**src/rtl/pct_pkg.sv**
```systemverilog
package pct_pkg;

   typedef struct packed {
      logic [3:0] tens;
      logic [3:0] ones;
   } bcd2_t;

   // Binary 0..99 to a two-digit BCD pair.
   function automatic bcd2_t to_bcd2(input int unsigned v);
      bcd2_t r;
      r.tens = 4'((v / 10) % 10);
      r.ones = 4'(v % 10);
      return r;
   endfunction

endpackage

```
**src/rtl/pct_bcd_pair.sv**
```systemverilog
module pct_bcd_pair
   import pct_pkg::*;
#(
   parameter int unsigned LIMIT = 59
) (
   input  logic  clk,
   input  logic  load,
   input  bcd2_t load_val,
   input  logic  inc,
   input  logic  dec,
   output bcd2_t value,
   output logic  is_zero
);

   localparam bcd2_t TOP_V = to_bcd2(LIMIT);

   generate
      if (LIMIT < 1 || LIMIT > 99) begin : g_bad_limit
         $error("pct_bcd_pair: LIMIT must lie in 1..99");
      end
   endgenerate

   bcd2_t nxt;

   always_comb begin
      nxt = value;
      if (load) begin
         nxt = load_val;
      end else if (inc) begin
         if (value == TOP_V) begin
            nxt = '0;
         end else if (value.ones == 4'd9) begin
            nxt.tens = value.tens + 4'd1;
            nxt.ones = 4'd0;
         end else begin
            nxt.ones = value.ones + 4'd1;
         end
      end else if (dec) begin
         if (value == '0) begin
            nxt = TOP_V;
         end else if (value.ones == 4'd0) begin
            nxt.tens = value.tens - 4'd1;
            nxt.ones = 4'd9;
         end else begin
            nxt.ones = value.ones - 4'd1;
         end
      end
   end

   always_ff @(posedge clk) begin
      value <= nxt;
   end

   assign is_zero = (value == '0);

endmodule

```
**src/rtl/pct_preset_decode.sv**
```systemverilog
module pct_preset_decode
   import pct_pkg::*;
#(
   parameter int unsigned NUM_PRESETS = 3,
   parameter int unsigned LIMIT       = 59,
   parameter logic [NUM_PRESETS*8-1:0] PRESET_MINS = {8'd12, 8'd9, 8'd6}
) (
   input  logic [NUM_PRESETS-1:0] sel,
   output bcd2_t                  load_min
);

   bcd2_t masked [NUM_PRESETS];

   generate
      if (NUM_PRESETS < 1) begin : g_bad_count
         $error("pct_preset_decode: NUM_PRESETS must be at least 1");
      end
      for (genvar i = 0; i < NUM_PRESETS; i++) begin : g_preset
         localparam int unsigned MINS = int'(PRESET_MINS[i*8 +: 8]);
         localparam bcd2_t PV = to_bcd2(MINS);
         if (MINS > LIMIT) begin : g_bad_preset
            $error("pct_preset_decode: preset exceeds LIMIT");
         end
         assign masked[i] = sel[i] ? PV : '0;
      end
   endgenerate

   bcd2_t merged;

   always_comb begin
      merged = '0;
      for (int i = 0; i < NUM_PRESETS; i++) begin
         merged = merged | masked[i];
      end
   end

   // Only a single active switch selects a preset; anything else yields zero.
   assign load_min = ($countones(sel) == 1) ? merged : '0;

endmodule

```
**src/rtl/preset_countdown_timer.sv**
```systemverilog
module preset_countdown_timer
   import pct_pkg::*;
#(
   parameter int unsigned NUM_PRESETS = 3,
   parameter int unsigned UNIT_LIMIT  = 59,
   parameter logic [NUM_PRESETS*8-1:0] PRESET_MINS = {8'd12, 8'd9, 8'd6}
) (
   input  logic                   clk,
   input  logic                   rst,
   input  logic                   run_en,
   input  logic                   tick_1hz,
   input  logic                   inc_min,
   input  logic                   inc_sec,
   input  logic [NUM_PRESETS-1:0] preset_sel,
   output logic [7:0]             min_bcd,
   output logic [7:0]             sec_bcd,
   output logic                   at_zero
);

   bcd2_t preset_min;
   bcd2_t min_v;
   bcd2_t sec_v;
   logic  min_zero;
   logic  sec_zero;
   logic  step;

   pct_preset_decode #(
      .NUM_PRESETS (NUM_PRESETS),
      .LIMIT       (UNIT_LIMIT),
      .PRESET_MINS (PRESET_MINS)
   ) u_preset (
      .sel      (preset_sel),
      .load_min (preset_min)
   );

   // Countdown step: tick, enabled, not at zero, and no increment this cycle.
   assign step = tick_1hz & run_en & ~at_zero & ~inc_min & ~inc_sec;

   pct_bcd_pair #(.LIMIT(UNIT_LIMIT)) u_sec (
      .clk      (clk),
      .load     (rst),
      .load_val ('0),
      .inc      (inc_sec),
      .dec      (step),
      .value    (sec_v),
      .is_zero  (sec_zero)
   );

   pct_bcd_pair #(.LIMIT(UNIT_LIMIT)) u_min (
      .clk      (clk),
      .load     (rst),
      .load_val (preset_min),
      .inc      (inc_min),
      .dec      (step & sec_zero),
      .value    (min_v),
      .is_zero  (min_zero)
   );

   assign min_bcd = min_v;
   assign sec_bcd = sec_v;
   assign at_zero = min_zero & sec_zero;

endmodule

```
**config.mk**
```make
export PLATFORM = sky130hd
export DESIGN_NAME = preset_countdown_timer
export DESIGN_NICKNAME = d
export VERILOG_FILES = /design/src/rtl/pct_pkg.sv /design/src/rtl/pct_bcd_pair.sv /design/src/rtl/pct_preset_decode.sv /design/src/rtl/preset_countdown_timer.sv
export SDC_FILE = /design/constraint.sdc
export NUM_CORES = 1
export LEC_CHECK = 0
export ABC_AREA = 1
export BUFFER_PORTS_ARGS = -buffer_cell sky130_fd_sc_hd__buf_2
export CELL_PAD_IN_SITES_DETAIL_PLACEMENT = 0
export CELL_PAD_IN_SITES_GLOBAL_PLACEMENT = 1
export CORE_UTILIZATION = 30
export CTS_CLUSTER_SIZE = 14
export DETAILED_ROUTE_END_ITERATION = 10
export PLACE_DENSITY = 0.66
export SLEW_MARGIN = 20
export SYNTH_ARGS = -nofsm -noshare
export SYNTH_HDL_FRONTEND = slang
export SYNTH_SLANG_ARGS = --single-unit
```
**constraint.sdc**
```tcl
create_clock -name clk -period 2.82 [get_ports clk]
set_input_delay 0 -clock clk [delete_from_list [all_inputs] [get_ports clk]]
set_output_delay 0 -clock clk [all_outputs]
set_load 0.005 [all_outputs]
```
Word level (Yosys, flattened, before mapping) --
Index checks and enable logic that the tools add are counted. Widths: inputs -> output; s select.
Storage, ports and cells: flip-flop bits (word level) 16, input port bits 9, output and inout port bits 17, logic and storage cells 63
Cells by class: $add $sub $neg 10, equal/unequal tests 7, muxes and demuxes 21, bitwise logic cells 11, reduce and logical (&&, ||, !) cells 10
Operators with widths (number):
- $mux 8 | 10
- $mux 4 | 9
- $add 32x1->32 | 1
- $eq 32x2->1 const B | 1
- $add 4x1->4 const B | 4
- $eq 8x7->1 const B | 2
- $logic_not 8->1 | 2
- $or 8x8->8 | 2
- $sub 4x1->4 const B | 4
- $eq 4x4->1 const B | 2
- $logic_not 4->1 | 2
- $and 1x1->1 | 6
- $reduce_and 3->1 | 2
- $reduce_bool 3->1 | 2
- $mux 5 | 1
- $ne 4x2->1 const B | 1
- $reduce_bool 4->1 | 1
- $mux 3 | 1
- $ne 3x1->1 const B | 1
- $not 1->1 | 3
- $add 1x1->2 | 1
- $reduce_bool 2->1 | 1

Longest topological paths before layout --
Gate-level depths: netlist (run 1).
depth in word-level cells 10, gate-level depth with buffers 11, depth with buffers taken out 11

By module --
A second synthesis (run 1) with hierarchy kept.
Unflattened totals: cell total of the unflattened synthesis 222, area, all modules 1665.3 um^2
Modules (own cells, without submodules):
- pct_bcd_pair | times used 2, cells an instance 98, area an instance 762.0 um^2, seq. area each 240.2 um^2
- pct_preset_decode | times used 1, cells an instance 16, area an instance 102.6 um^2, seq. area each 0.0 um^2
- preset_countdown_timer | times used 1, cells an instance 10, area an instance 38.8 um^2, seq. area each 0.0 um^2

Worst setup path before layout (run 1) --
Ideal clock, no wire load.
path type register -> register, start register u_min.value[0] (netlist name), end register u_min.value[4] (netlist name) (enable), library setup time 339 ps, arrival 1377 ps, required time 2481 ps, path slack 1104 ps, cell stages (with the launch flop) 8, path buffers 0, clock period less this slack 1716 ps, cell sequence edfxtp_1 > inv_1 > ha_1 > nand3_2 > nor2_2 > inv_1 > nand4_1 > a21oi_1
On the way: word-level cells in the longest chain between the ends 9, elaborated cells between the ends (all ways) 14, those cells by class eq/ne (3); bitwise (6); reduce/logical (5)
RTL lines:
- start, declared | RTL line pct_bcd_pair.sv:11 | output bcd2_t value,
- start signal, assigned | RTL line pct_bcd_pair.sv:51 | value <= nxt;
- $logic_not 8->1 | RTL line pct_bcd_pair.sv:39, pct_bcd_pair.sv:54
- $and 1x1->1 | RTL line preset_countdown_timer.sv:61 | assign at_zero = min_zero & sec_zero;
- $not 1->1 | RTL line preset_countdown_timer.sv:37 | assign step = tick_1hz & run_en & ~at_zero & ~inc_min & ~inc_sec;
- $and 1x1->1 (3 in series) | RTL line preset_countdown_timer.sv:37
- $and 1x1->1 | RTL line preset_countdown_timer.sv:54 | .dec (step & sec_zero),
- $reduce_bool 3->1 (no source line)
- $reduce_and 3->1 (no source line) *
Mark *: on every way between the ends. The rest lies on a longest branch, timed or not. A chain may end at the register's enable or synchronous reset.

Worst setup path after layout (run 1) --
Ends and elaborated chain as after synthesis.

==> impl_results.html, run 1 <==
<table>
<tr><th>Metric</th><th>Value</th></tr>
<tr><th colspan="2">Floorplan</th></tr>
<tr><td>Die Wd</td><td>~74 microns</td></tr>
<tr><td>Die Y</td><td>between 70 and 80 microns</td></tr>
<tr><td>Core Box Area</td><td>a little under 0.005 sq mm</td></tr>
<tr><td>Io pins</td><td>26</td></tr>
<tr><td>Overall die area</td><td>0.00541 sq mm</td></tr>
<tr><td>Std-Cell Rows</td><td>25</td></tr>
<tr><td>Initial standard-cell utilization of the core</td><td>0.319</td></tr>
<tr><th colspan="2">Finish</th></tr>
<tr><td>Most frequent standard cell in the layout excluding fill and tap cells</td><td>nand2_1</td></tr>
<tr><td>Commonest non-fill, non-tap cells in the layout</td><td>42 x nand2_1, 32 x inv_1, 26 x nand3_1</td></tr>
<tr><td>Area Growth Syn to Fin</td><td>14.0%</td></tr>
<tr><td>Ratio of cells with drive above 1 in the final layout</td><td>0.168</td></tr>
<tr><td>Diode count</td><td>0</td></tr>
<tr><td>Net count of the finished layout</td><td>about 270</td></tr>
<tr><th colspan="2">Clocking</th></tr>
<tr><td>Clock tree sinks</td><td>16</td></tr>
<tr><td>CTS tree</td><td>done</td></tr>
<tr><td>Post-cts resize count</td><td>0</td></tr>
<tr><td>Number of buffers inserted by hold repair at cts</td><td>0</td></tr>
<tr><td>Clock latency of the later-clocked register in the worst-skew pair</td><td>0.25 ns</td></tr>
<tr><td>Clock-pin slew on the worst setup and hold paths</td><td>0.06 ns</td></tr>
<tr><td>CTS H-Tree Depth</td><td>1</td></tr>
<tr><td>Total CTS buffers</td><td>3</td></tr>
<tr><td>Number of setup buffers added after CTS</td><td>0</td></tr>
<tr><td>Clock tree root driver cell</td><td>clkbuf_8</td></tr>
<tr><td>Clock Path Buffers</td><td>2</td></tr>
<tr><th colspan="2">Critical path</th></tr>
<tr><td>Required time worst endpoint</td><td>2.72 ns</td></tr>
<tr><td>Setup CP Type</td><td>reg -&gt; reg</td></tr>
<tr><td>Reg-to-reg slack, setup</td><td>0.89 ns</td></tr>
<tr><td>Highest fanout seen on the critical path</td><td>6</td></tr>
<tr><td>Worst endpoint data arrival time</td><td>approximately 1.8 ns</td></tr>
<tr><td>Worst reg2reg endpoint</td><td>u_min.value[4]</td></tr>
<tr><td>Type of element capturing the critical path</td><td>flip-flop</td></tr>
<tr><td>Number of cells traversed by the worst register-to-register path</td><td>7</td></tr>
<tr><td>Startpoint of the worst register-to-register path</td><td>u_min.value[0]</td></tr>
<tr><td>Startpoint kind of the worst setup timing path</td><td>flip-flop</td></tr>
<tr><th colspan="2">Yosys</th></tr>
<tr><td>Net count of the mapped netlist</td><td>240</td></tr>
<tr><td>Share of synthesized registers carrying an async set or reset</td><td>0</td></tr>
<tr><td>Commonest register cell after synthesis</td><td>edfxtp_1</td></tr>
<tr><td>Number of synthesized flops with an enable pin</td><td>8</td></tr>
<tr><td>Library cells used by synthesis</td><td>33</td></tr>
<tr><td>Mean instance size in the synthesized netlist</td><td>a little over 7 sq um</td></tr>
<tr><td>Synthesis Warnings</td><td>0</td></tr>
<tr><td>Sequential fraction of the synthesis area</td><td>0.261</td></tr>
<tr><td>Netlist Area Pre-Place</td><td>0.00154 sq mm</td></tr>
<tr><td>Number of instances in the synthesized netlist</td><td>215</td></tr>
<tr><td>Flip-flop and latch count after synthesis</td><td>16</td></tr>
<tr><th colspan="2">Hold path</th></tr>
<tr><td>Min-delay src</td><td>rst</td></tr>
<tr><td>Destination of the worst hold path</td><td>u_sec.value[2]</td></tr>
<tr><td>Class of the most critical hold timing path</td><td>in -&gt; reg</td></tr>
<tr><td>Hold Path Depth</td><td>2</td></tr>
<tr><th colspan="2">Global route</th></tr>
<tr><td>GRT Total Usage</td><td>0.133</td></tr>
<tr><td>Largest net degree at the start of global routing</td><td>13</td></tr>
<tr><td>Initial antenna violation count</td><td>0</td></tr>
<tr><td>Number of global-route vias before repair</td><td>1216</td></tr>
<tr><td>Global-route wire length before repair</td><td>roughly 5600 microns</td></tr>
<tr><td>Remaining global-route overflow</td><td>0</td></tr>
<tr><th colspan="2">Status</th></tr>
<tr><td>Outcome</td><td>completed</td></tr>
<tr><th colspan="2">Run</th></tr>
<tr><td>Maxcap violations</td><td>0</td></tr>
<tr><th colspan="2">Detailed routing</th></tr>
<tr><td>Max Used Layer</td><td>met3</td></tr>
<tr><td>Count of vias placed by the detailed router</td><td>1397</td></tr>
<tr><td>Met3 WL post-DR</td><td>130 microns</td></tr>
<tr><td>Antenna violation net count after detailed routing</td><td>0</td></tr>
<tr><td>Mean routed wirelength per cell</td><td>around 11 microns</td></tr>
<tr><td>Number of design rule violations left after detail routing</td><td>0</td></tr>
<tr><td>WL met2</td><td>1540 microns</td></tr>
<tr><td>DR iter-0 viols</td><td>53</td></tr>
<tr><td>Routed length on met1</td><td>~1800 microns</td></tr>
<tr><td>Ratio of routed vias to standard cells</td><td>4.58</td></tr>
<tr><td>Number of iterations in the first detailed-routing pass</td><td>6</td></tr>
<tr><td>Total wirelength of the detailed-routed design</td><td>around 3500 microns</td></tr>
<tr><th colspan="2">Power and ir drop</th></tr>
<tr><td>Max rail drop VDD</td><td>0.000198 V</td></tr>
<tr><td>Leakage power total</td><td>0.875 nW</td></tr>
<tr><td>Power density cells</td><td>447 mW/mm^2</td></tr>
<tr><th colspan="2">Place</th></tr>
<tr><td>Number of I/O port buffers</td><td>25</td></tr>
<tr><td>Global placer's final weighted congestion</td><td>0.873</td></tr>
<tr><td>Half-perimeter wire length after placement</td><td>about 2800 microns</td></tr>
<tr><th colspan="2">Timing</th></tr>
<tr><td>Final Critical Period</td><td>1.93 ns</td></tr>
<tr><td>Worst slew margin relative to its limit</td><td>0.666</td></tr>
<tr><td>Fraction of the cycle the final worst path needs</td><td>0.685</td></tr>
<tr><td>Sum Neg Setup Slack</td><td>0 ns</td></tr>
<tr><td>Tightest Pin Transition</td><td>~0.5 ns</td></tr>
<tr><td>Final slew viol count</td><td>0</td></tr>
<tr><td>Hold Vio Cnt, Final</td><td>0</td></tr>
<tr><td>Achievable clock frequency</td><td>518 MHz</td></tr>
<tr><td>RSZ-0062 raised after global routing</td><td>no</td></tr>
<tr><td>Worst Hold Slack</td><td>around 0.066 ns</td></tr>
<tr><td>Post-route clock skew</td><td>0.00509 ns</td></tr>
<tr><td>Number of failing setup endpoints in the final timing report</td><td>0</td></tr>
</table>
-- cell type report --
class / instances / area (sq um)
repair buffers: 25 / 125
multi-input cells: 162 / 981
flip-flops and latches: 16 / 400
inverters: 32 / 120
clock buffers: 3 / 41.3
fillers: 562 / 3070
well taps: 67 / 83.8
-- cell families after synthesis --
logic type	after synthesis	synth area share
compound gates	32	0.116
xor+xnor	7	0.0399
fa+ha+maj	16	0.135
buf+inv	37	0.101
flops	16	0.261
simple gates	107	0.347
-- power by group --
| group | switching, mW | internal, mW | total [mW] |
|---|---|---|---|
| clock network | 0.0708 | 0.0945 | 0.165 |
| logic | 0.170 | 0.119 | 0.289 |
| registers | 0.0476 | 0.282 | 0.329 |
| total | 0.289 | 0.495 | 0.784 |
-- metrics by stage --
stage / worst slack (ns) / total power [mW] / cells / area, sq um / util
floorplan: 1.10 / 0.543 / 215 / 1540 / -
global placement: 0.969 / 0.628 / 302 / 1710 / 0.355
detailed placement: 0.920 / 0.625 / 302 / 1710 / 0.355
CTS: 0.904 / 0.793 / 305 / 1750 / 0.364
global route: 0.743 / 0.846 / 305 / 1750 / 0.364
finish: 0.888 / 0.784 / 305 / 1750 / 0.364
-- how the worst max path moves through the flow --
stage              startpoint        endpoint  slack [ns]  cells after the start
2_1_floorplan  u_min.value[0]  u_min.value[4]        1.10                      7
3_3_place_gp   u_min.value[0]  u_min.value[7]        0.97                      7
3_5_place_dp   u_min.value[0]  u_min.value[7]        0.92                      7
4_1_cts        u_min.value[0]  u_min.value[4]        0.90                      7
5_1_grt        u_min.value[0]  u_min.value[4]        0.74                      7
6_report       u_min.value[0]  u_min.value[4]        0.89                      7
-- flip-flops by register name (all words and copies together), names as in the netlist --
name	cells
u_sec.value	8
u_min.value	8
-- worst max-delay path: stages, from the launching register on --
cell	delay, ns
edfxtp_1	0.43
inv_1	0.11
ha_1	0.26
nand3_2	0.14
nor2_2	0.08
inv_1	0.07
nand4_1	0.11
a21oi_1	0.38
-- layer usage --
metal | vias up | GRT usage
met5 | - | 0
met1 | 611 | 0.188
li1 | 759 | -
met3 | 0 | 0.0329
met2 | 27 | 0.211
met4 | 0 | 0.0128
-- cell usage after synthesis, types with 2 or more instances --
master    count  area [sq um]
nor3_1        2          10.0
nand4_1       4          25.0
nand3_1      26           130
nor2_2        2          12.5
buf_6         2          22.5
a21oi_1      11          55.1
o211ai_1      3          22.5
edfxtp_1      8           240
xor2_1        6          52.6
nand3_2       3          30.0
dfxtp_1       8           160
ha_1         15           188
nor2_1       19          71.3
nand2_2       2          12.5
o21ai_0      12          60.1
clkbuf_1      2          7.51
nand2_4       2          22.5
inv_1        32           120
nand2_1      42           158
Note: power is estimated with default switching activity, not from simulation.
==> inputs of run 2 (changes only) <==
--- a/config.mk
+++ b/config.mk
@@ -5,14 +5,14 @@
 export SDC_FILE = /design/constraint.sdc
 export NUM_CORES = 1
 export LEC_CHECK = 0
-export ABC_AREA = 1
+export ABC_AREA = 0
 export BUFFER_PORTS_ARGS = -buffer_cell sky130_fd_sc_hd__buf_2
 export CELL_PAD_IN_SITES_DETAIL_PLACEMENT = 0
 export CELL_PAD_IN_SITES_GLOBAL_PLACEMENT = 1
 export CORE_UTILIZATION = 30
 export CTS_CLUSTER_SIZE = 14
 export DETAILED_ROUTE_END_ITERATION = 10
-export PLACE_DENSITY = 0.66
+export PLACE_DENSITY = 0.67
 export SLEW_MARGIN = 20
 export SYNTH_ARGS = -nofsm -noshare
 export SYNTH_HDL_FRONTEND = slang
==> constraint.sdc (replaced) <==
create_clock -name clk -period 1.58 [get_ports clk]
set_input_delay 0 -clock clk [delete_from_list [all_inputs] [get_ports clk]]
set_output_delay 0 -clock clk [all_outputs]
set_load 0.005 [all_outputs]
==> run 2 against run 1 <==
- the flow now finishes with violations (setup timing)
- wire length grew 17%
- synthesized cell count shrank 17%
- critical path type unchanged
- die area shrank 1.8%
- largest cell class unchanged
- total power grew 110%
- synthesized area shrank 1.9%
- via count grew 11%
- sequential share of layout area shrank 5.2 points
- sequential power grew 64%
- combinational power grew to 2.8 times the previous value
- utilization grew 12 points
- fmax grew 11%
- sequential cell count is the same
==> impl_results.html, run 2 <==
<table>
<tr><th>Metric</th><th>Value</th></tr>
<tr><th colspan="2">Status</th></tr>
<tr><td>Outcome</td><td>complete, but fails checks</td></tr>
<tr><td>Failing checks</td><td>setup timing</td></tr>
<tr><th colspan="2">Timing</th></tr>
<tr><td>Final Critical Period</td><td>1.74 ns (-0.195 ns)</td></tr>
<tr><td>Post-route clock skew</td><td>0.00155 ns (-0.00354 ns)</td></tr>
<tr><td>Worst Setup Slack, final</td><td>-0.157 ns (-1.05 ns)</td></tr>
<tr><td>Hold Vio Cnt, Final</td><td>0 (unchanged)</td></tr>
<tr><td>Number of failing setup endpoints in the final timing report</td><td>22 (+22)</td></tr>
<tr><td>RSZ-0062 raised after global routing</td><td>yes</td></tr>
<tr><td>Final slew viol count</td><td>0 (unchanged)</td></tr>
<tr><td>Worst Hold Slack</td><td>0.119 ns (+0.0536 ns)</td></tr>
<tr><td>Achievable clock frequency</td><td>576 MHz (+11%)</td></tr>
<tr><td>Worst slew margin relative to its limit</td><td>0.662 (-0.00426)</td></tr>
<tr><td>Fraction of the cycle the final worst path needs</td><td>1.10 (+0.414)</td></tr>
<tr><td>Tightest Pin Transition</td><td>0.505 ns (+0.00636 ns)</td></tr>
<tr><th colspan="2">Clocking</th></tr>
<tr><td>CTS tree</td><td>done</td></tr>
<tr><td>CTS H-Tree Depth</td><td>1 (unchanged)</td></tr>
<tr><td>Clock latency of the later-clocked register in the worst-skew pair</td><td>0.24 ns (about the same)</td></tr>
<tr><td>Clock tree root driver cell</td><td>clkbuf_8</td></tr>
<tr><td>Clock-pin slew on the worst setup and hold paths</td><td>0.07 ns (about the same)</td></tr>
<tr><td>Clock tree sinks</td><td>16 (unchanged)</td></tr>
<tr><td>Clock Path Buffers</td><td>2 (unchanged)</td></tr>
<tr><td>Total CTS buffers</td><td>3 (unchanged)</td></tr>
<tr><th colspan="2">Global route</th></tr>
<tr><td>Remaining global-route overflow</td><td>0 (unchanged)</td></tr>
<tr><td>Global-route wire length before repair</td><td>6620 microns (+19%)</td></tr>
<tr><td>Initial antenna violation count</td><td>0 (unchanged)</td></tr>
<tr><td>Number of global-route vias before repair</td><td>1433 (+18%)</td></tr>
<tr><td>Largest net degree at the start of global routing</td><td>18 (+5)</td></tr>
<tr><td>GRT Total Usage</td><td>0.159 (+0.0260)</td></tr>
<tr><th colspan="2">Yosys</th></tr>
<tr><td>Commonest register cell after synthesis</td><td>edfxtp_1</td></tr>
<tr><td>Flip-flop and latch count after synthesis</td><td>16 (unchanged)</td></tr>
<tr><td>Share of synthesized registers carrying an async set or reset</td><td>0 (unchanged)</td></tr>
<tr><td>Netlist Area Pre-Place</td><td>0.00151 sq mm (-1.9%)</td></tr>
<tr><td>Number of instances in the synthesized netlist</td><td>179 (-17%)</td></tr>
<tr><td>Net count of the mapped netlist</td><td>204 (-15%)</td></tr>
<tr><td>Share of the synthesized area in the top cell type</td><td>0.159 (+0.00298)</td></tr>
<tr><td>Library cell with the highest instance count after synthesis</td><td>nand2_1</td></tr>
<tr><td>Largest area contributor in the synthesized netlist</td><td>edfxtp_1</td></tr>
<tr><td>Main area contributors after synthesis</td><td>edfxtp_1 16%, ha_1 12%, dfxtp_1 11%</td></tr>
<tr><td>Mean instance size in the synthesized netlist</td><td>8.42 sq um (+18%)</td></tr>
<tr><td>Synthesis Warnings</td><td>0 (unchanged)</td></tr>
<tr><td>Sequential fraction of the synthesis area</td><td>0.266 (+0.00497)</td></tr>
<tr><td>Library cells used by synthesis</td><td>53 (+61%)</td></tr>
<tr><td>Number of synthesized flops with an enable pin</td><td>8 (unchanged)</td></tr>
<tr><td>Post-synth top cells</td><td>21 x nand2_1, 15 x ha_1, 14 x a21oi_1, 14 x inv_1, 14 x nor2_1</td></tr>
<tr><th colspan="2">Critical path</th></tr>
<tr><td>Startpoint of the worst register-to-register path</td><td>u_min.value[5]</td></tr>
<tr><td>Startpoint kind of the worst setup timing path</td><td>flip-flop</td></tr>
<tr><td>Setup CP Type</td><td>reg -&gt; reg</td></tr>
<tr><td>Number of cells traversed by the worst register-to-register path</td><td>7 (unchanged)</td></tr>
<tr><td>Required time worst endpoint</td><td>1.70 ns (-1.02 ns)</td></tr>
<tr><td>Worst reg2reg endpoint</td><td>u_sec.value[6]</td></tr>
<tr><td>Worst endpoint data arrival time</td><td>1.86 ns (+0.03 ns)</td></tr>
<tr><td>Highest fanout seen on the critical path</td><td>6 (unchanged)</td></tr>
<tr><td>Type of element capturing the critical path</td><td>flip-flop</td></tr>
<tr><td>Reg-to-reg slack, setup</td><td>-0.16 ns (-1.05 ns)</td></tr>
<tr><th colspan="2">Detailed routing</th></tr>
<tr><td>Ratio of routed vias to standard cells</td><td>4.88 (+6.5%)</td></tr>
<tr><td>Count of vias placed by the detailed router</td><td>1556 (+11%)</td></tr>
<tr><td>Antenna violation net count after detailed routing</td><td>0 (unchanged)</td></tr>
<tr><td>Mean routed wirelength per cell</td><td>12.8 microns (+12%)</td></tr>
<tr><td>Number of iterations in the first detailed-routing pass</td><td>4 (-2)</td></tr>
<tr><td>Total wirelength of the detailed-routed design</td><td>4090 microns (+17%)</td></tr>
<tr><td>Number of design rule violations left after detail routing</td><td>0 (unchanged)</td></tr>
<tr><td>DR iter-0 viols</td><td>78 (+47%)</td></tr>
<tr><th colspan="2">Floorplan</th></tr>
<tr><td>Core Box Area</td><td>0.00479 sq mm (-0.65%)</td></tr>
<tr><td>Overall die area</td><td>0.00531 sq mm (-1.8%)</td></tr>
<tr><td>Io pins</td><td>26 (unchanged)</td></tr>
<tr><td>Initial standard-cell utilization of the core</td><td>0.315 (-0.00393)</td></tr>
<tr><td>Die Wd</td><td>72.9 microns (-0.92%)</td></tr>
<tr><td>Std-Cell Rows</td><td>25 (unchanged)</td></tr>
<tr><td>Die Y</td><td>72.9 microns (-0.92%)</td></tr>
<tr><th colspan="2">Power and ir drop</th></tr>
<tr><td>Leakage power total</td><td>0.987 nW (+13%)</td></tr>
<tr><td>Power density cells</td><td>721 mW/mm^2 (+61%)</td></tr>
<tr><td>Max rail drop VDD</td><td>0.000281 V (+42%)</td></tr>
<tr><td>Total power</td><td>1.67 mW (+110%)</td></tr>
<tr><th colspan="2">Place</th></tr>
<tr><td>Placed instance area</td><td>0.00206 sq mm (+21%)</td></tr>
<tr><td>Global placer's final weighted congestion</td><td>0.795 (-8.9%)</td></tr>
<tr><td>Number of I/O port buffers</td><td>25 (unchanged)</td></tr>
<tr><td>Placed insts</td><td>306 (+1.3%)</td></tr>
<tr><td>Half-perimeter wire length after placement</td><td>3040 microns (+8.0%)</td></tr>
<tr><th colspan="2">Finish</th></tr>
<tr><td>Net count of the finished layout</td><td>278 (+4.9%)</td></tr>
<tr><td>Largest registers in the final layout</td><td>u_min.value: 8 flops, u_sec.value: 8 flops</td></tr>
<tr><td>Area Growth Syn to Fin</td><td>54.1%</td></tr>
<tr><td>Diode count</td><td>0 (unchanged)</td></tr>
<tr><td>Final cell count without fillers</td><td>319 (+4.6%)</td></tr>
<tr><td>Most frequent standard cell in the layout excluding fill and tap cells</td><td>buf_4</td></tr>
<tr><td>Ratio of cells with drive above 1 in the final layout</td><td>0.512 (+0.344)</td></tr>
<tr><td>Commonest non-fill, non-tap cells in the layout</td><td>50 x buf_4, 24 x buf_2, 19 x nand2_1</td></tr>
<tr><td>Area of all placed cells without fillers</td><td>0.00232 sq mm (+33%)</td></tr>
<tr><th colspan="2">Run</th></tr>
<tr><td>Maxcap violations</td><td>0 (unchanged)</td></tr>
<tr><th colspan="2">Hold path</th></tr>
<tr><td>Destination of the worst hold path</td><td>u_min.value[0]</td></tr>
<tr><td>Class of the most critical hold timing path</td><td>in -&gt; reg</td></tr>
<tr><td>Min-delay src</td><td>preset_sel[1]</td></tr>
<tr><td>Hold Path Depth</td><td>3 (+1)</td></tr>
</table>
run 2: changes by cell type in the layout (fill, tap and decap cells not counted), moves of 7 or more:
cell	before	now
inv_1	32	5
buf_4	0	50
nand2_1	42	19
nand3_1	26	4
inv_2	0	7
run 2: layout make-up:
cell class | instances | area, sq um
flip-flops and latches | 16 | 410
multi-input cells | 140 | 1190
repair buffers | 78 | 541
well taps | 67 | 83.8
clock inverters | 1 | 3.75
clock buffers | 3 | 41.3
fillers | 481 | 2460
inverters | 14 | 57.6
run 2: critical path, cell delays in order, from the launching register on:
cell and delay (ns):
edfxtp_1 0.40, inv_2 0.12, ha_4 0.14, nor3b_4 0.26
nand4_4 0.18, a31o_4 0.31, a21oi_2 0.15, a311oi_2 0.04
run 2: logic make-up after synthesis:
family | count (synthesis) | synth area share
adder cells (fa/ha/maj) | 16 | 0.138
AND/OR/NAND/NOR | 75 | 0.291
buffers and inverters | 23 | 0.0664
XOR/XNOR | 3 | 0.0174
AO/OA/AOI/OAI | 43 | 0.201
multiplexers | 3 | 0.0207
flip-flops | 16 | 0.266
run 2: worst max path at each step:
stage                         from              to  depth (start not counted)
floorplan           u_min.value[0]  u_sec.value[6]                          7
global placement    u_sec.value[5]  u_min.value[5]                          6
detailed placement  u_sec.value[5]  u_min.value[5]                          6
CTS                 u_sec.value[5]  u_min.value[7]                          6
global route        u_min.value[5]  u_sec.value[6]                          7
finish              u_min.value[5]  u_sec.value[6]                          7
run 2: what timing repair did:
action	4_1_cts	5_1_grt
cloned	0	0
pin swaps	10	14
hold buffers	0	0
setup endpoints to repair	22	25
resized for setup	9	22
setup buffers	4	8
run 2: layer usage:
layer	global-route usage	wire [microns]	share of wire
met2	0.277	2010	0.49
met1	0.211	1930	0.47
met5	0	0	0
met3	0.0221	135	0.033
met4	0.0261	16	0.0039
run 2: through the flow:
| step | setup WS (ns) | util | setup TNS (ns) |
|---|---|---|---|
| 3_3_place_gp | -0.127 | 0.431 | -1.22 |
| 2_1_floorplan | -0.132 | - | -1.25 |
| 3_5_place_dp | -0.163 | 0.431 | -1.67 |
| 4_1_cts | -0.161 | 0.454 | -1.74 |
| 5_1_grt | -0.245 | 0.485 | -3.60 |
| 6_report | -0.157 | 0.485 | -1.78 |
run 2: power breakdown:
group | total, mW | switching, mW | internal [mW]
registers | 0.538 | 0.0447 | 0.494
logic | 0.822 | 0.385 | 0.437
clock network | 0.314 | 0.142 | 0.172
==> inputs of run 3 (changes only) <==
==> constraint.sdc (replaced) <==
create_clock -name clk -period 1.58 [get_ports clk]
set_input_delay 0 -clock clk [delete_from_list [all_inputs] [get_ports clk]]
set_output_delay 0 -clock clk [all_outputs]
set_load 0.01 [all_outputs]
==> run 3 against run 2 <==
- the flow still finishes with violations (setup timing)
- register-to-register slack about the same
- total power increased by 8.3%
- cell count increased by 0.94%
- combinational power increased by 9.6%
- sequential cell count unchanged
- worst setup slack about the same
==> impl_results.html, run 3 (synthesized netlist as in run 2, its figures left out) <==
<table>
<tr><th>Metric</th><th>Value</th></tr>
<tr><th colspan="2">Finish</th></tr>
<tr><td>Filler cell count</td><td>452 (-6.0%)</td></tr>
<tr><td>Most frequent standard cell in the layout excluding fill and tap cells</td><td>buf_4</td></tr>
<tr><td>Commonest non-fill, non-tap cells in the layout</td><td>47 x buf_4, 24 x buf_2, 17 x nand2_1</td></tr>
<tr><td>Diode count</td><td>0 (unchanged)</td></tr>
<tr><td>Register Area</td><td>408 sq um (-0.61%)</td></tr>
<tr><td>Area occupied by multi-input gates</td><td>0.00122 sq mm (+3.1%)</td></tr>
<tr><td>Area of all placed cells without fillers</td><td>0.00241 sq mm (+3.6%)</td></tr>
<tr><td>Largest registers in the final layout</td><td>u_min.value: 8 flops, u_sec.value: 8 flops</td></tr>
<tr><td>Net count of the finished layout</td><td>281 (+1.1%)</td></tr>
<tr><td>Ratio of cells with drive above 1 in the final layout</td><td>0.533 (+0.0214)</td></tr>
<tr><td>Area Growth Syn to Fin</td><td>59.7%</td></tr>
<tr><td>Final cell count without fillers</td><td>322 (+0.94%)</td></tr>
<tr><th colspan="2">Floorplan</th></tr>
<tr><td>Initial standard-cell utilization of the core</td><td>0.315 (unchanged)</td></tr>
<tr><td>Overall die area</td><td>0.00531 sq mm (unchanged)</td></tr>
<tr><td>Io pins</td><td>26 (unchanged)</td></tr>
<tr><td>Std-Cell Rows</td><td>25 (unchanged)</td></tr>
<tr><td>Core Box Area</td><td>0.00479 sq mm (unchanged)</td></tr>
<tr><td>Die Wd</td><td>72.9 microns (unchanged)</td></tr>
<tr><td>Die Y</td><td>72.9 microns (unchanged)</td></tr>
<tr><th colspan="2">Timing</th></tr>
<tr><td>RSZ-0062 raised after global routing</td><td>yes</td></tr>
<tr><td>Number of failing setup endpoints in the final timing report</td><td>21 (-4.5%)</td></tr>
<tr><td>Worst Setup Slack, final</td><td>-0.158 ns (-0.000252 ns)</td></tr>
<tr><td>Post-route clock skew</td><td>0.00113 ns (-0.000422 ns)</td></tr>
<tr><td>Hold Vio Cnt, Final</td><td>0 (unchanged)</td></tr>
<tr><td>Final Critical Period</td><td>1.74 ns (+0.000252 ns)</td></tr>
<tr><td>Worst slew margin relative to its limit</td><td>0.595 (-0.0669)</td></tr>
<tr><td>Sum Neg Setup Slack</td><td>-1.87 ns (-0.0928 ns)</td></tr>
<tr><td>Tightest Pin Transition</td><td>0.605 ns (+0.100 ns)</td></tr>
<tr><td>Final slew viol count</td><td>0 (unchanged)</td></tr>
<tr><td>Fraction of the cycle the final worst path needs</td><td>1.10 (about the same)</td></tr>
<tr><td>Achievable clock frequency</td><td>576 MHz (about the same)</td></tr>
<tr><th colspan="2">Critical path</th></tr>
<tr><td>Critical path origin</td><td>u_sec.value[1]</td></tr>
<tr><td>Reg-to-reg slack, setup</td><td>-0.16 ns (about the same)</td></tr>
<tr><td>Highest fanout seen on the critical path</td><td>3 (-3)</td></tr>
<tr><td>Number of cells traversed by the worst register-to-register path</td><td>8 (+1)</td></tr>
<tr><td>Required time worst endpoint</td><td>1.74 ns (+0.04 ns)</td></tr>
<tr><td>Type of element capturing the critical path</td><td>flip-flop</td></tr>
<tr><td>Startpoint of the worst register-to-register path</td><td>u_sec.value[1]</td></tr>
<tr><td>Worst endpoint data arrival time</td><td>1.90 ns (+0.04 ns)</td></tr>
<tr><td>Worst reg2reg endpoint</td><td>u_sec.value[5]</td></tr>
<tr><td>Startpoint kind of the worst setup timing path</td><td>flip-flop</td></tr>
<tr><td>Setup CP Type</td><td>reg -&gt; reg</td></tr>
<tr><th colspan="2">Clocking</th></tr>
<tr><td>Clock Path Buffers</td><td>2 (unchanged)</td></tr>
<tr><td>Clock tree root driver cell</td><td>clkbuf_8</td></tr>
<tr><td>Clock tree sinks</td><td>16 (unchanged)</td></tr>
<tr><td>Clock latency of the later-clocked register in the worst-skew pair</td><td>0.25 ns (about the same)</td></tr>
<tr><td>CTS H-Tree Depth</td><td>1 (unchanged)</td></tr>
<tr><td>CTS tree</td><td>done</td></tr>
<tr><td>Total CTS buffers</td><td>3 (unchanged)</td></tr>
<tr><td>Clock-pin slew on the worst setup and hold paths</td><td>0.07 ns (about the same)</td></tr>
<tr><th colspan="2">Hold path</th></tr>
<tr><td>Destination of the worst hold path</td><td>u_min.value[0]</td></tr>
<tr><td>Hold Path Depth</td><td>3 (unchanged)</td></tr>
<tr><td>Class of the most critical hold timing path</td><td>in -&gt; reg</td></tr>
<tr><td>Min-delay src</td><td>preset_sel[1]</td></tr>
<tr><th colspan="2">Status</th></tr>
<tr><td>Outcome</td><td>complete, but fails checks</td></tr>
<tr><td>Failing checks</td><td>setup timing</td></tr>
<tr><th colspan="2">Global route</th></tr>
<tr><td>Number of global-route vias before repair</td><td>1534 (+7.0%)</td></tr>
<tr><td>Most used routing layer in global routing</td><td>met2</td></tr>
<tr><td>Remaining global-route overflow</td><td>0 (unchanged)</td></tr>
<tr><td>Met1 global-route usage</td><td>0.215 (+0.00424)</td></tr>
<tr><td>Largest net degree at the start of global routing</td><td>14 (-4)</td></tr>
<tr><td>Met3 usage in global routing</td><td>0.0331 (+0.0110)</td></tr>
<tr><td>Global-route wire length before repair</td><td>6950 microns (+4.9%)</td></tr>
<tr><td>Initial antenna violation count</td><td>0 (unchanged)</td></tr>
<tr><td>Met2 usage in global routing</td><td>0.298 (+0.0208)</td></tr>
<tr><td>GRT Total Usage</td><td>0.169 (+0.0105)</td></tr>
<tr><th colspan="2">Detailed routing</th></tr>
<tr><td>Antenna violation net count after detailed routing</td><td>0 (unchanged)</td></tr>
<tr><td>Total wirelength of the detailed-routed design</td><td>4320 microns (+5.7%)</td></tr>
<tr><td>Number of iterations in the first detailed-routing pass</td><td>4 (unchanged)</td></tr>
<tr><td>Mean routed wirelength per cell</td><td>13.4 microns (+4.7%)</td></tr>
<tr><td>Ratio of routed vias to standard cells</td><td>4.90 (+0.41%)</td></tr>
<tr><td>Number of design rule violations left after detail routing</td><td>0 (unchanged)</td></tr>
<tr><td>DR iter-0 viols</td><td>57 (-27%)</td></tr>
<tr><td>Count of vias placed by the detailed router</td><td>1577 (+1.3%)</td></tr>
<tr><th colspan="2">Place</th></tr>
<tr><td>Global placer's final weighted congestion</td><td>0.806 (+1.4%)</td></tr>
<tr><td>Placed instance area</td><td>0.00211 sq mm (+2.4%)</td></tr>
<tr><td>Number of I/O port buffers</td><td>25 (unchanged)</td></tr>
<tr><td>Placed insts</td><td>313 (+2.3%)</td></tr>
<tr><td>Half-perimeter wire length after placement</td><td>3240 microns (+6.7%)</td></tr>
<tr><th colspan="2">Power and ir drop</th></tr>
<tr><td>Leakage power total</td><td>1.02 nW (+3.6%)</td></tr>
<tr><td>Power density cells</td><td>753 mW/mm^2 (+4.5%)</td></tr>
<tr><td>Max rail drop VDD</td><td>0.000421 V (+50%)</td></tr>
<tr><th colspan="2">Run</th></tr>
<tr><td>Maxcap violations</td><td>0 (unchanged)</td></tr>
</table>
==> run 3: cell count changes in the layout (fill, tap and decap cells not counted), sizes merged <==
cell	before	now
buf	78	81
clkbuf	3	4
clkinv	1	0
==> run 3: metal layers <==
layer | share of wire | vias up
li1 | - | 799
met1 | 0.48 | 740
met2 | 0.49 | 32
met3 | 0.029 | 6
met5 | 0 | -
met4 | 0.0097 | 0
==> run 3: per-stage QoR <==
stage / total power [mW] / hold slack (ns) / setup WS, ns / util
after floorplan: 0.970 / 0.187 / -0.163 / -
after global placement: 1.29 / 0.350 / -0.153 / 0.442
after detailed placement: 1.30 / 0.355 / -0.176 / 0.442
after CTS: 1.75 / 0.0904 / -0.176 / 0.478
after global routing: 1.92 / 0.114 / -0.220 / 0.503
final: 1.81 / 0.0899 / -0.158 / 0.503
==> run 3: how the worst max path moves through the flow <==
| stage | cells past startpoint | to | slack [ns] |
|---|---|---|---|
| 3_5_place_dp | 6 | u_min.value[5] | -0.18 |
| 4_1_cts | 6 | u_min.value[4] | -0.18 |
| 3_3_place_gp | 6 | u_min.value[4] | -0.15 |
| 5_1_grt | 7 | u_min.value[5] | -0.22 |
| 6_report | 8 | u_sec.value[5] | -0.16 |
| 2_1_floorplan | 7 | u_sec.value[6] | -0.16 |
==> run 3: final cells by class <==
class,count,area share
Multi-Input combinational cell,140,0.508
Clock buffer,4,0.0229
Sequential cell,16,0.169
Timing Repair Buffer,81,0.243
Tap cell,67,0.0348
Inverter,14,0.0218
==> run 3: report_power, final <==
part	switching, mW	total (mW)	internal [mW]
Sequential	0.0425	0.536	0.494
Clock	0.154	0.375	0.221
Combinational	0.426	0.901	0.475
Total	0.623	1.81	1.19
==> run 3: worst max-delay path, cell delays in order (launching register included) <==
cell,delay [ns]
dfxtp_2,0.34
inv_2,0.05
ha_4,0.16
or3b_4,0.25
nor2_4,0.04
buf_4,0.12
buf_4,0.13
or3_4,0.32
a311oi_2,0.24
==> run 3: timing repair <==
item                       in CTS  in global routing
resized for setup              23                 21
hold buffers                    0                  0
setup endpoints to repair      22                 24
pin swaps                      19                 11
setup buffers                   5                  2
